### src/rtl/loopq_pkg.sv
`timescale 1ns/1ps
package loopq_pkg;

  // Controller mode: fill loads a new body, loop circulates the FIFO.
  typedef enum logic {
    RQ_FILL = 1'b0,
    RQ_LOOP = 1'b1
  } rq_mode_e;

  // Which input drives the output this cycle.
  typedef enum logic [1:0] {
    SRC_NONE = 2'd0,
    SRC_ENQ  = 2'd1,
    SRC_RCQ  = 2'd2
  } rq_src_e;

endpackage

### src/rtl/loopq_mode_ctl.sv
`timescale 1ns/1ps
module loopq_mode_ctl
  import loopq_pkg::*;
(
  input  logic     clk,
  input  logic     rst_n,
  input  logic     meet,
  input  logic     abort_hit,
  output rq_mode_e mode
);

  rq_mode_e mode_q;
  rq_mode_e mode_nx;
  logic     mode_en;

  // Next state: a marker meeting enters loop mode, abort wins over it.
  always_comb begin
    mode_en = meet | abort_hit;
    mode_nx = mode_q;
    if (meet)      mode_nx = RQ_LOOP;
    if (abort_hit) mode_nx = RQ_FILL;
  end

  always_ff @(posedge clk or negedge rst_n) begin
    if (!rst_n) begin
      mode_q <= RQ_FILL;
    end else if (mode_en) begin
      mode_q <= mode_nx;
    end
  end

  assign mode = mode_q;

endmodule

### src/rtl/loopq_steer.sv
`timescale 1ns/1ps
module loopq_steer
  import loopq_pkg::*;
(
  input  rq_mode_e mode,
  input  logic     enq_valid,
  input  logic     enq_tail,
  input  logic     rcq_valid,
  input  logic     rcq_head,
  input  logic     out_ready,
  output logic     enq_ready,
  output logic     rcq_ready,
  output logic     out_valid,
  output rq_src_e  src,
  output logic     meet
);

  logic tail_waiting;
  logic head_waiting;
  logic enq_fwd;

  always_comb begin
    tail_waiting = enq_valid & enq_tail;
    head_waiting = rcq_valid & rcq_head;
    enq_fwd      = enq_valid & ~enq_tail;
    meet         = 1'b0;
    enq_ready    = 1'b0;
    rcq_ready    = 1'b0;
    out_valid    = 1'b0;
    src          = SRC_NONE;
    if (mode == RQ_FILL) begin
      meet      = tail_waiting & head_waiting;
      out_valid = enq_fwd;
      src       = enq_fwd ? SRC_ENQ : SRC_NONE;
      enq_ready = (enq_fwd & out_ready) | meet;
      rcq_ready = (rcq_valid & ~rcq_head) | meet;
    end else begin
      out_valid = rcq_valid;
      src       = SRC_RCQ;
      rcq_ready = out_ready;
    end
  end

endmodule

### src/rtl/loopq_out_mux.sv
`timescale 1ns/1ps
module loopq_out_mux
  import loopq_pkg::*;
#(
  parameter int W         = 25,
  parameter bit ZERO_IDLE = 1'b1
) (
  input  rq_src_e      src,
  input  logic [W-1:0] enq_word,
  input  logic         enq_head,
  input  logic         enq_tail,
  input  logic [W-1:0] rcq_word,
  input  logic         rcq_head,
  input  logic         rcq_tail,
  output logic [W-1:0] out_word,
  output logic         out_head,
  output logic         out_tail
);

  localparam int PW = W + 2;

  logic [PW-1:0] enq_pk;
  logic [PW-1:0] rcq_pk;
  logic [PW-1:0] out_pk;

  assign enq_pk = {enq_head, enq_tail, enq_word};
  assign rcq_pk = {rcq_head, rcq_tail, rcq_word};

  generate
    if (ZERO_IDLE) begin : g_zero_idle
      // Idle output is all zero so nothing downstream sees stale tags.
      always_comb begin
        case (src)
          SRC_ENQ: out_pk = enq_pk;
          SRC_RCQ: out_pk = rcq_pk;
          default: out_pk = '0;
        endcase
      end
    end else begin : g_two_way
      // Cheaper two-way select; idle output mirrors the enqueue side.
      always_comb begin
        out_pk = (src == SRC_RCQ) ? rcq_pk : enq_pk;
      end
    end
  endgenerate

  assign out_word = out_pk[W-1:0];
  assign out_tail = out_pk[W];
  assign out_head = out_pk[W+1];

endmodule

### src/rtl/loopq_requeue.sv
`timescale 1ns/1ps
module loopq_requeue
  import loopq_pkg::*;
#(
  parameter int W         = 25,
  parameter bit ZERO_IDLE = 1'b1
) (
  input  logic         clk,
  input  logic         rst_n,
  input  logic         enq_valid,
  output logic         enq_ready,
  input  logic [W-1:0] enq_word,
  input  logic         enq_head,
  input  logic         enq_tail,
  input  logic         rcq_valid,
  output logic         rcq_ready,
  input  logic [W-1:0] rcq_word,
  input  logic         rcq_head,
  input  logic         rcq_tail,
  output logic         out_valid,
  input  logic         out_ready,
  output logic [W-1:0] out_word,
  output logic         out_head,
  output logic         out_tail,
  input  logic         abort_hit,
  output logic         looping
);

  rq_mode_e mode;
  rq_src_e  src;
  logic     meet;

  loopq_mode_ctl u_mode (
    .clk       (clk),
    .rst_n     (rst_n),
    .meet      (meet),
    .abort_hit (abort_hit),
    .mode      (mode)
  );

  loopq_steer u_steer (
    .mode      (mode),
    .enq_valid (enq_valid),
    .enq_tail  (enq_tail),
    .rcq_valid (rcq_valid),
    .rcq_head  (rcq_head),
    .out_ready (out_ready),
    .enq_ready (enq_ready),
    .rcq_ready (rcq_ready),
    .out_valid (out_valid),
    .src       (src),
    .meet      (meet)
  );

  loopq_out_mux #(.W(W), .ZERO_IDLE(ZERO_IDLE)) u_mux (
    .src      (src),
    .enq_word (enq_word),
    .enq_head (enq_head),
    .enq_tail (enq_tail),
    .rcq_word (rcq_word),
    .rcq_head (rcq_head),
    .rcq_tail (rcq_tail),
    .out_word (out_word),
    .out_head (out_head),
    .out_tail (out_tail)
  );

  assign looping = (mode == RQ_LOOP);

endmodule

### config.mk
export PLATFORM = sky130hd
export DESIGN_NAME = loopq_requeue
export DESIGN_NICKNAME = d
export VERILOG_FILES = /design/src/rtl/loopq_pkg.sv /design/src/rtl/loopq_mode_ctl.sv /design/src/rtl/loopq_steer.sv /design/src/rtl/loopq_out_mux.sv /design/src/rtl/loopq_requeue.sv
export SDC_FILE = /design/constraint.sdc
export NUM_CORES = 1
export LEC_CHECK = 0
export ABC_AREA = 1
export BUFFER_PORTS_ARGS = -buffer_cell sky130_fd_sc_hd__buf_2
export CORE_MARGIN = 5
export CORE_UTILIZATION = 28
export CTS_CLUSTER_DIAMETER = 60
export DETAILED_ROUTE_END_ITERATION = 7
export PLACE_DENSITY = 0.92
export SYNTH_ARGS = -nofsm -noshare
export SYNTH_HDL_FRONTEND = slang
export SYNTH_SLANG_ARGS = --single-unit
### constraint.sdc
create_clock -name clk -period 2.1 [get_ports clk]
set_input_delay 0.42 -clock clk [delete_from_list [all_inputs] [get_ports clk]]
set_output_delay 0.42 -clock clk [all_outputs]
set_load 0.05 [all_outputs]
# Word level (Yosys, flattened, before mapping)
# Index checks and enable logic that the tools add are counted.
[totals] wordCells=25 rom_bits=0 ram_bits=0 register_bits=1 output_inout_bits=31 latch_bits=0 in_bits=60 mem_count=0
[classes] muxes=9 n_reduce_logical=2 n_mul=0 order_cmp=0 n_addsub=0 n_bitwise=11 shifts=0 div_mod_pow=0 n_eq_ne=2
[op_table] cell="one-hot mux 27 bit (2 select lines)" n=1
[op_table] cell="two-way mux 1 bit" n=7
[op_table] cell="AND 1 bit" n=6
[op_table] cell="bitwise OR 1 bit" n=3
[op_table] cell="== test 2 x 1 -> 1 bit (second input constant)" n=1
[op_table] cell="== test 2 bit (second input constant)" n=1
[op_table] cell="two-way mux 2 bit" n=1
[op_table] cell="NOT 1 bit" n=2
[op_table] cell="AND reduction 2 bit" n=1
[op_table] cell="nonzero test 2 bit" n=1

# Longest topological paths before layout
[depth] depth_word=6 mapped_depth=6 ltp_nobuf=5

# By module
# Synthesis repeated with hierarchy kept, for this count alone.
[hier_totals] cells_unflattened=117 area_unflattened_um2=644.4
[modules_own_cells] mod="loopq_out_mux" seq_area_each_um2=0.0 cells_each=94 n_inst=1 area_each_um2=526.8
[modules_own_cells] mod="loopq_steer" seq_area_each_um2=0.0 cells_each=20 n_inst=1 area_each_um2=85.1
[modules_own_cells] mod="loopq_mode_ctl" seq_area_each_um2=25.0 cells_each=3 n_inst=1 area_each_um2=32.5

# Worst setup path after synthesis
# No wires, ideal clock.
[synth_timing] kind="reg-to-output" startpoint="register u_mode.mode_q (netlist: u_mode.mode)" endpoint="output out_valid" required_ns=1.680 stages_incl_launch_ff=3 slack_ns=-0.201 path_buffers=1 arrival_time_ns=1.881 path_cell_list="dfrtp_1 -> buf_6 -> o21ai_0"
[synth_via] elab_chain_cells=1
[synth_lines] item="start: declaration" line_no="loopq_mode_ctl.sv:12" rtl="rq_mode_e mode_q;"
[synth_lines] item="start signal: assignment" line_no="loopq_mode_ctl.sv:28" rtl="mode_q <= mode_nx;"
[synth_lines] item="two-way mux 1 bit" line_no="loopq_steer.sv:31" rtl="if (mode == RQ_FILL) begin"
[synth_lines] item="end: declaration" line_no="loopq_requeue.sv:20" rtl="output logic out_valid,"
# Every way passes these cells.

# Worst setup path after layout
[layout_timing] startpoint="input enq_tail" endpoint="output enq_ready"
[layout_via] elab_chain_cells=5 elab_cells_between_ends=7 classes_between="mux (1); bitwise (6)"
[layout_lines] item="start: declaration" line_no="loopq_requeue.sv:14" rtl="input logic enq_tail,"
[layout_lines] item="NOT 1 bit" line_no="loopq_steer.sv:25" rtl="enq_fwd = enq_valid & ~enq_tail;"
[layout_lines] item="AND 1 bit" line_no="loopq_steer.sv:25"
[layout_lines] item="AND 1 bit" line_no="loopq_steer.sv:35" rtl="enq_ready = (enq_fwd & out_ready) | meet;"
[layout_lines] item="bitwise OR 1 bit (*)" line_no="loopq_steer.sv:35"
[layout_lines] item="two-way mux 1 bit (*)" line_no="loopq_steer.sv:31"
[layout_lines] item="end: declaration" line_no="loopq_requeue.sv:11" rtl="output logic enq_ready,"
# Every way passes the cells marked *; elsewhere a longest branch is shown, timed or not.

==> impl_results.md <==
- GP Congestion: 0.7070
- Fin crit period: 1.837 ns
- Core Area: 1689 um^2
- Final setup viols: 0
- Overall Global Routing Usage: 12.91%
- DIE HEIGHT: 51.80 um
- Gate power share: 92.3%
- Ratio of cells with drive above 1 in the final layout: 52.88%
- Leak pwr: 0.6920 nW
- Clock share of power: 0%
- P_int: 0.09822 mW
- IO Pins: 91
- Total grt overflow: 0
- Max IR drop VDD: 0.0001702 V
- Routed Antenna Nets: 0
- Post_cts resized: 0
- Status: finished clean
- Critical path's largest stage delay: 0.32 ns
- Avg Vias per Cell: 4.293
- Worst-path fanout max: 27
- Sw power: 0.1813 mW
- Max reg flops: 1
- Yosys warns: 0
- Setup TNS: 0 ns
- Reg-to-reg startpoint: u_mode.mode
- Startpoint types: primary input
- R2R Path End: u_mode.mode
- Critical path origin: enq_tail
- Starting density of the core: 28.96%
- Max-slew headroom: 74.78%
- I/O Buffers: 90
- Final hold viol count: 0
- Clock-pin transition on the worst setup and hold timing paths: 0 ns
- Synth Area per Inst: 4.659 um^2
- Initial drt markers: 5
- Fmax: 544.4 MHz
- Adder-cell share of the synthesized area: 0%
- R2R Setup Slk: 1.19 ns
- Routed WL per cell: 9.212 um
- Slowest-stage cell, CP: nor2_8
- First-pass GRT wire length: 2918 um
- Post-layout util: 54.37%
- Sequential fraction of the synthesis area: 5.115%
- Via count: 893
- Die Wd: 51.80 um
- Cells after Synth: 105
- CTS Hold Buffers Added: 0
- CP Data Required Time: 1.68 ns
- Post-synthesis compound-gate area fraction: 1.023%
- P per Cell Area: 304.4 nW/um^2
- Die area: 2683 um^2
- Post-CTS setup repair buffer count: 0
- Number of max-cap violations: 0
- Residual DRC count: 0
- Multiplexer area fraction after synthesis: 0%
- Final wirelength: 1916 um
- First-pass DRT Iterations: 4
- Number of global-route vias before repair: 758
- CP arrival: 1.42 ns
- Worst setup EP type: output port
- Sequential power share: 7.7%
- Largest family of logic cells by synthesized area: simple AND/OR/NAND/NOR gates
- RSZ-0062 raised after global routing: false
- Clock skew: 0 ns
- Pin count of the biggest net entering global routing: 28
- Slew Viols, Final: 0
- Tcrit/Tclk final: 87.48%
- Crit Path Category: in2out
- Row count: 15
- Antenna violations before repair: 0
- Post-synthesis simple-gate area fraction: 79.80%
- Most frequent cells in the layout: 90 x buf_2, 81 x nand2_1, 8 x nand2_2
- Critical Path, Cell by Cell: buf_2 -> inv_1 -> nand2_2 -> nor2_8 -> nand2_1 -> nand2_1 -> buf_2
- Antenna diodes: 0
- Fillers: 191
- Area Overhead vs Synth: 87.72%
- Post-synthesis xor/xnor area fraction: 0%
- Syn_nets: 165
- Post-DP HPWL: 1714 um
- Switching share of power: 64.87%
- NumNets Final: 253
- Yosys cell types: 11
- Skew-Pair Late Insertion Delay: 0 ns
- Synth Cell Area: 489.2 um^2
- Worst hold path type: in2async
- #FFs+latches synth: 1
- Measured slew at the worst slew-check pin: 0.3784 ns
- Commonest non-fill, non-tap cell in the layout: buf_2
- Worst r2r path cells: 3
-- metrics by stage --
step / hold WS, ns / power (mW) / instances / area [um^2] / setup slack, ns
6_report: 0.1943 / 0.2795 / 208 / 918.4 / 0.2630
5_1_grt: 0.2019 / 0.2995 / 208 / 918.4 / 0.1423
4_1_cts: 0.1960 / 0.2819 / 208 / 918.4 / 0.2487
3_5_place_dp: 0.1957 / 0.2812 / 208 / 918.4 / 0.2536
3_3_place_gp: 0.1945 / 0.2795 / 208 / 918.4 / 0.2740
2_1_floorplan: 0.1244 / 0.1977 / 105 / 489.2 / 0.1441
-- Yosys cell counts --
library cell,n,area (um^2)
o21ai_0,1,5.000
dfrtp_1,1,25.02
nand3_1,1,5.000
buf_6,2,22.52
nor2_8,1,20.02
nand2_2,8,50.05
buf_2,3,15.01
buf_12,1,20.02
nand2_1,81,304.0
nor2_1,3,11.26
inv_1,3,11.26
-- per-layer routing --
layer	vias up	GRT usage [%]	part of all wire [%]
li1	481	-	-
met3	0	4.011	17
met2	54	25.85	49
met5	-	0	0
met1	358	13.25	35
met4	0	1.310	0
-- how the worst max path moves through the flow --
stage                     slack [ns]           end  cells past startpoint
after global routing            0.14     enq_ready                      7
after CTS                       0.25     enq_ready                      7
after floorplan                 0.14     out_valid                      4
after detailed placement        0.25     enq_ready                      7
final                           0.26     enq_ready                      7
after global placement          0.27  out_word[20]                      7
-- kinds of logic (layout without fill, tap and decap cells) --
kind of cell	count (synthesis)	count (layout)
buffers and inverters	9	95
AO/OA/AOI/OAI	1	1
flip-flops	1	1
AND/OR/NAND/NOR	94	94
-- power by group through the flow --
stage | sequential, mW | clock [mW] | combinational [mW]
2_1_floorplan | 0.0230 | 0 | 0.175
3_3_place_gp | 0.0215 | 0 | 0.258
5_1_grt | 0.0216 | 0 | 0.278
6_report | 0.0215 | 0 | 0.258
3_5_place_dp | 0.0215 | 0 | 0.260
4_1_cts | 0.0215 | 0 | 0.260
-- area by class of cell --
type / instances / area [um^2] / share of cell area [%]
inverters: 3 / 11.26 / 1.226
multi-input cells: 95 / 395.4 / 43.05
flip-flops and latches: 1 / 25.02 / 2.725
well taps: 17 / 21.27 / 2.316
repair buffers: 92 / 465.4 / 50.68
-- critical path, delay by kind of cell --
family	cells	cell delay, ns
AND/OR/NAND/NOR	4	0.57
buffers and inverters	3	0.40
Power figures use the tool's default switching activity.
